$ cat src/rtl/ser_pkg.sv
package ser_pkg;
  typedef enum logic {
    PH_EVEN = 1'b0,
    PH_ODD  = 1'b1
  } phase_e;
endpackage

$ cat src/rtl/ser_ctrl.sv
module ser_ctrl #(
  parameter int PKT_W  = 64,
  parameter int BYTE_W = 8,
  localparam int CW    = $clog2(PKT_W),
  localparam int PHW   = $clog2(BYTE_W),
  localparam int BSW   = CW - PHW
) (
  input  logic           clk,
  input  logic           rst,
  input  logic           load,
  output logic           active,
  output logic [CW-1:0]  bit_cnt,
  output logic           accept,
  output logic           byte_end,
  output logic [BSW-1:0] next_sel,
  output logic           overrun
);
  localparam logic [CW-1:0]  LAST     = CW'(PKT_W - 1);
  localparam logic [PHW-1:0] BYTE_TOP = PHW'(BYTE_W - 1);

  logic at_last;

  always_comb begin
    at_last  = active && (bit_cnt == LAST);
    accept   = load && (!active || at_last);
    byte_end = active && (bit_cnt[PHW-1:0] == BYTE_TOP) && !at_last;
    next_sel = bit_cnt[CW-1:PHW] + 1'b1;
  end

  always_ff @(posedge clk) begin
    if (rst) begin
      active  <= 1'b0;
      bit_cnt <= '0;
      overrun <= 1'b0;
    end else begin
      overrun <= load && active && !at_last;
      if (accept) begin
        active  <= 1'b1;
        bit_cnt <= '0;
      end else if (at_last) begin
        active  <= 1'b0;
        bit_cnt <= '0;
      end else if (active) begin
        bit_cnt <= bit_cnt + 1'b1;
      end
    end
  end
endmodule

$ cat src/rtl/pkt_byte_sel.sv
module pkt_byte_sel #(
  parameter int PKT_W  = 64,
  parameter int BYTE_W = 8,
  localparam int NB    = PKT_W / BYTE_W,
  localparam int BSW   = $clog2(NB)
) (
  input  logic              clk,
  input  logic              rst,
  input  logic              capture,
  input  logic [PKT_W-1:0]  pkt_in,
  input  logic [BSW-1:0]    sel,
  output logic [BYTE_W-1:0] byte_out
);
  logic [PKT_W-1:0]  pkt_q;
  logic [BYTE_W-1:0] lanes [NB];

  always_ff @(posedge clk) begin
    if (rst)          pkt_q <= '0;
    else if (capture) pkt_q <= pkt_in;
  end

  // Lane 0 is the most significant byte, so the select counts up from the top.
  for (genvar g = 0; g < NB; g++) begin : g_lane
    assign lanes[g] = pkt_q[PKT_W-1-g*BYTE_W -: BYTE_W];
  end

  assign byte_out = lanes[sel];
endmodule

$ cat src/rtl/dual_chain_shifter.sv
module dual_chain_shifter
  import ser_pkg::*;
#(
  parameter int BYTE_W = 8,
  localparam int HALF  = BYTE_W / 2
) (
  input  logic              clk,
  input  logic              rst,
  input  logic              fill,
  input  logic [BYTE_W-1:0] fill_byte,
  input  logic              run,
  input  phase_e            phase,
  output logic              ser_out
);
  logic ev [HALF];
  logic od [HALF];
  logic ser_q;

  for (genvar g = 0; g < HALF; g++) begin : g_stage
    always_ff @(posedge clk) begin
      if (rst) begin
        ev[g] <= 1'b0;
        od[g] <= 1'b0;
      end else if (fill) begin
        ev[g] <= fill_byte[BYTE_W-1-2*g];
        od[g] <= fill_byte[BYTE_W-2-2*g];
      end else if (run) begin
        if (phase == PH_EVEN) begin
          if (g == HALF-1) ev[g] <= 1'b0;
          else             ev[g] <= ev[(g+1)%HALF];
        end else begin
          if (g == HALF-1) od[g] <= 1'b0;
          else             od[g] <= od[(g+1)%HALF];
        end
      end
    end
  end

  always_ff @(posedge clk) begin
    if (rst)      ser_q <= 1'b0;
    else if (run) ser_q <= (phase == PH_ODD) ? od[0] : ev[0];
    else          ser_q <= 1'b0;
  end

  assign ser_out = ser_q;
endmodule

$ cat src/rtl/pkt_serializer.sv
module pkt_serializer
  import ser_pkg::*;
#(
  parameter int PKT_W  = 64,
  parameter int BYTE_W = 8
) (
  input  logic             clk,
  input  logic             rst,
  input  logic             load,
  input  logic [PKT_W-1:0] pkt_in,
  output logic             ser_out,
  output logic             overrun
);
  localparam int CW  = $clog2(PKT_W);
  localparam int NB  = PKT_W / BYTE_W;
  localparam int BSW = $clog2(NB);

  logic              active;
  logic [CW-1:0]     bit_cnt;
  logic              accept;
  logic              byte_end;
  logic [BSW-1:0]    next_sel;
  logic [BYTE_W-1:0] sel_byte;
  logic [BYTE_W-1:0] fill_byte;
  phase_e            phase;

  ser_ctrl #(.PKT_W(PKT_W), .BYTE_W(BYTE_W)) u_ctrl (
    .clk(clk), .rst(rst), .load(load),
    .active(active), .bit_cnt(bit_cnt), .accept(accept),
    .byte_end(byte_end), .next_sel(next_sel), .overrun(overrun)
  );

  pkt_byte_sel #(.PKT_W(PKT_W), .BYTE_W(BYTE_W)) u_sel (
    .clk(clk), .rst(rst), .capture(accept), .pkt_in(pkt_in),
    .sel(next_sel), .byte_out(sel_byte)
  );

  // A freshly accepted packet feeds its top byte straight to the shifter.
  assign fill_byte = accept ? pkt_in[PKT_W-1 -: BYTE_W] : sel_byte;
  assign phase     = phase_e'(bit_cnt[0]);

  dual_chain_shifter #(.BYTE_W(BYTE_W)) u_shift (
    .clk(clk), .rst(rst), .fill(accept || byte_end), .fill_byte(fill_byte),
    .run(active), .phase(phase), .ser_out(ser_out)
  );
endmodule

$ cat config.mk
export PLATFORM = sky130hd
export DESIGN_NAME = pkt_serializer
export DESIGN_NICKNAME = d
export VERILOG_FILES = /design/src/rtl/ser_pkg.sv /design/src/rtl/ser_ctrl.sv /design/src/rtl/pkt_byte_sel.sv /design/src/rtl/dual_chain_shifter.sv /design/src/rtl/pkt_serializer.sv
export SDC_FILE = /design/constraint.sdc
export NUM_CORES = 1
export LEC_CHECK = 0
export BUFFER_PORTS_ARGS = -buffer_cell sky130_fd_sc_hd__buf_2
export CAP_MARGIN = 20
export CORE_AREA = 2 2 129 81
export DETAILED_ROUTE_END_ITERATION = 10
export DIE_AREA = 0 0 131 83
export MAX_ROUTING_LAYER = met4
export PLACE_DENSITY = 0.57
export SLEW_MARGIN = 20
export SYNTH_ARGS = -nofsm -noshare
export SYNTH_HDL_FRONTEND = slang
export SYNTH_HIERARCHICAL = 1
export SYNTH_SLANG_ARGS = --single-unit
export TNS_END_PERCENT = 5
$ cat constraint.sdc
create_clock -name clk -period 3.5 [get_ports clk]
set_clock_uncertainty 0.15 [all_clocks]
set_input_delay 0.7 -clock clk [delete_from_list [all_inputs] [get_ports clk]]
set_output_delay 0.7 -clock clk [all_outputs]
set_load 0.01 [all_outputs]
==> summary.txt <==
CTS
  • Clock Latency Late Sink: ~0.33 ns
  • CTS tree: yes
  • Number of CTS-inserted buffers: 9
  • H-Tree Depth: 3
  • Clock sinks: about 80
  • Buffer depth of the longest clock path: 2
  • CTS resizes: 0
  • Post-CTS Setup Bufs: 0
  • Clock root buffer: clkbuf_16
  • Clock-pin slew on the worst setup and hold paths: 0.06 ns
  • Cts hold-fix bufs: 0

Critical path
  • Critical path arrival: between 2 and 3 ns
  • Crit Reg-Reg Startpoint: u_ctrl/bit_cnt[3]
  • CP max FO: 16
  • Nature of the critical path endpoint: register
  • Worst R2R End: u_shift/od[0]
  • Reg2reg setup slack: 0.78 ns
  • Worst Path Required: ~3.4 ns
  • Critical Setup Path Class: reg2reg
  • Critical Path Start Type: register
  • Reg2reg path depth: 8

Run status
  • Outcome: finished, final reports clean

Synth
  • Syn Nets: between 400 and 500
  • Leading cell types by count after synthesis: dfxtp_1, nor2_1, mux2i_1
  • Most frequent cell after synthesis: dfxtp_1
  • Seq cells post-synth: 81
  • Area share of the largest cell type after synthesis: around two fifths
  • Cells after synthesis: 331
  • Leading area contributor after synthesis: dfxtp_1
  • Mapped Area: about 3800 µm²
  • Mux contribution to synthesized area: approximately 34%
  • Synth area leaders: dfxtp_1, mux2i_1, mux4_1
  • FFs w/ async S/R, synth: 0%
  • Post-synthesis compound-gate area fraction: 2.183%
  • Simple-gate share of the synthesized area: 12.11%
  • Largest family of logic cells by synthesized area: multiplexers
  • Mean Syn Cell Area: 11.43 µm²
  • Number of synthesized flops with an enable pin: 8
  • Synth Flop Type: dfxtp_1
  • Synth unique cells: 35
  • Post-synthesis sequential area ratio: 44.99%
  • Syn. warnings: 6
  • Area share of fa/ha/maj cells after synthesis: less than 1%
  • Xor and xnor area share after synthesis: less than 1%

Min path
  • Min-delay src: u_sel/lanes[49]
  • Hold path cells: 2
  • Worst min-delay path class: reg2reg
  • Hold EP: u_sel/lanes[49]

Global routing
  • First-pass GRT wire length: approximately 14 mm
  • Initial antenna violation count: 0
  • Gr usage total: 17.14%
  • Largest net degree at the start of global routing: 54
  • Grt total ovfl: 0
  • Vias in the first global route: ~2600

Power
  • Internal: roughly 1700 µW
  • Power share of the clock group: 42.2%
  • Switching Fraction: 23.58%
  • Pwr dens: ~480 nW/µm²
  • Worst ir drop on vdd: 0.0002573 V
  • Gate power share: between 10% and 20%
  • Sequential power share: between 40 and 50%
  • Static leakage power: 0.002004 µW
  • Sw power: just over 500 µW
  • Total Power: 2189 µW

Cells and area
  • Final net count: around 470
  • Layout cells sized above 1: 30.77%
  • Post-layout instance area: about 4500 µm²
  • Antenna Cells: 0
  • Area Overhead vs Synth: 19.85%
  • Final std cells w/o fill: between 500 and 600

Timing
  • Rel. slew slack: a little under three fifths
  • RSZ-0062 raised after global routing: no
  • Setup Total Neg Slack: 0 ns
  • Final Max Slew Viols: 0
  • Worst setup margin: about 0.78 ns
  • Max frequency: between 300 and 400 MHz
  • Final hold vios: 0
  • Final min period: approximately 2.7 ns
  • Final setup vio count: 0
  • Final period utilization: 77.81%
  • Worst-Margin Slew: 0.6507 ns

Placed design
  • Post-DP Area: between 4000 and 5000 µm²
  • Port buffer count: between 60 and 70
  • Place WS: ~0.8 ns
  • Routability cong.: 0.8341
  • Inst Count DP: ~520
  • Post-DP HPWL: ~6.2 mm

Route
  • 1st-pass router iterations: 4
  • DR vias/cell: about 5.0
  • DRT antenna net count: 0
  • DRC violations left: 0
  • Via count: about 2700
  • Avg WL per Cell: around 16 µm
  • Drt total wl: 8.540 mm
  • Drt initial violations: between 150 and 200

Floorplanning
  • Die Span Y: between 80 and 90 µm
  • Die width: about 130 µm
  • Initial Util: about two fifths
  • I/O Pins: a little under 70
  • Die ar.: approximately 11000 µm²
  • Core footprint: 9634 µm²
  • Cell Rows: 28

Flow run
  • Max_cap viols: 0
-- through the flow --
step	util [%]	hold WS, ns
2_1_floorplan	-	0.3014
3_3_place_gp	44.00	0.3152
3_5_place_dp	44.00	0.3285
4_1_cts	47.05	0.3417
5_1_grt	47.05	0.3728
6_report	47.05	0.3390
-- metal layers --
| layer | track usage [%] | part of all wire [%] | up-vias |
|---|---|---|---|
| li1 | - | - | 1316 |
| met1 | 25.97 | 51 | 1254 |
| met2 | 22.09 | 40 | 90 |
| met3 | 5.090 | 8.3 | 4 |
| met4 | 4.062 | 0.40 | 0 |
| met5 | - | 0 | - |
-- power groups by stage --
stage               Clock (µW)  Sequential [µW]  Combinational, µW
floorplan                    0             1030                171
global placement             0             1040                240
detailed placement           0             1040                244
CTS                        952             1020                244
global route               992             1030                267
finish                     923             1020                242
-- critical path, cell delays in order, from the launching register on --
cell     delay, ns
dfxtp_1       0.39
ha_1          0.25
xor2_2        0.13
buf_4         0.28
mux4_1        0.59
mux2_2        0.27
mux2_4        0.26
nand2_1       0.07
a21oi_1       0.06
-- registers in the layout, indices dropped and copies added (netlist names) --
name,flops
u_ctrl/active,1
u_ctrl/bit_cnt,6
u_ctrl/overrun,1
u_sel/lanes,64
u_shift/ev,4
u_shift/od,4
u_shift/ser_out,1
-- final cells by class --
| class | instances | area [µm²] |
|---|---|---|
| clock buffers | 9 | 225.2 |
| clock inverters | 7 | 68.82 |
| fillers | 913 | 5101 |
| inverters | 6 | 22.52 |
| multi-input cells | 220 | 1916 |
| flip-flops and latches | 81 | 1702 |
| well taps | 135 | 168.9 |
| repair buffers | 80 | 430.4 |
-- cell usage in the layout, fill, tap and decap left out, types with 2 or more instances in the layout --
cell type and n:
a21oi_1 9, and3b_2 2, buf_2 68, buf_4 12, clkbuf_16 9, clkinv_2 2
dfxtp_1 73, edfxtp_1 8, ha_1 3, inv_1 5, inv_4 2, mux2_2 3
mux2_4 13, mux2i_1 67, mux4_1 11, mux4_2 5, nand2_1 12, nand3_1 2
nand4b_1 3, nand4bb_1 3, nor2_1 69, nor3_1 4, o211ai_1 2, o21ai_0 2
-- worst max path at each step --
| stage | startpoint | to | slack (ns) | depth (start not counted) |
|---|---|---|---|---|
| after global routing | u_ctrl/bit_cnt[3] | u_shift/od[1] | 0.66 | 8 |
| after floorplan | u_ctrl/bit_cnt[3] | u_shift/ev[3] | 1.03 | 8 |
| after global placement | u_ctrl/bit_cnt[3] | u_shift/ev[1] | 0.85 | 8 |
| final | u_ctrl/bit_cnt[3] | u_shift/od[0] | 0.78 | 8 |
| after detailed placement | u_ctrl/bit_cnt[3] | u_shift/od[0] | 0.79 | 8 |
| after CTS | u_ctrl/bit_cnt[3] | u_shift/od[1] | 0.78 | 8 |
-- cell families after synthesis --
kind of cell	Yosys count
xor gates and xnor gates	3
AOI/OAI and AO/OA	15
DFF	81
muxes	99
adders and majority gates	3
and+or+nand+nor	100
buffers and inverters	30
No activity file was read; power rests on OpenSTA's default activity.
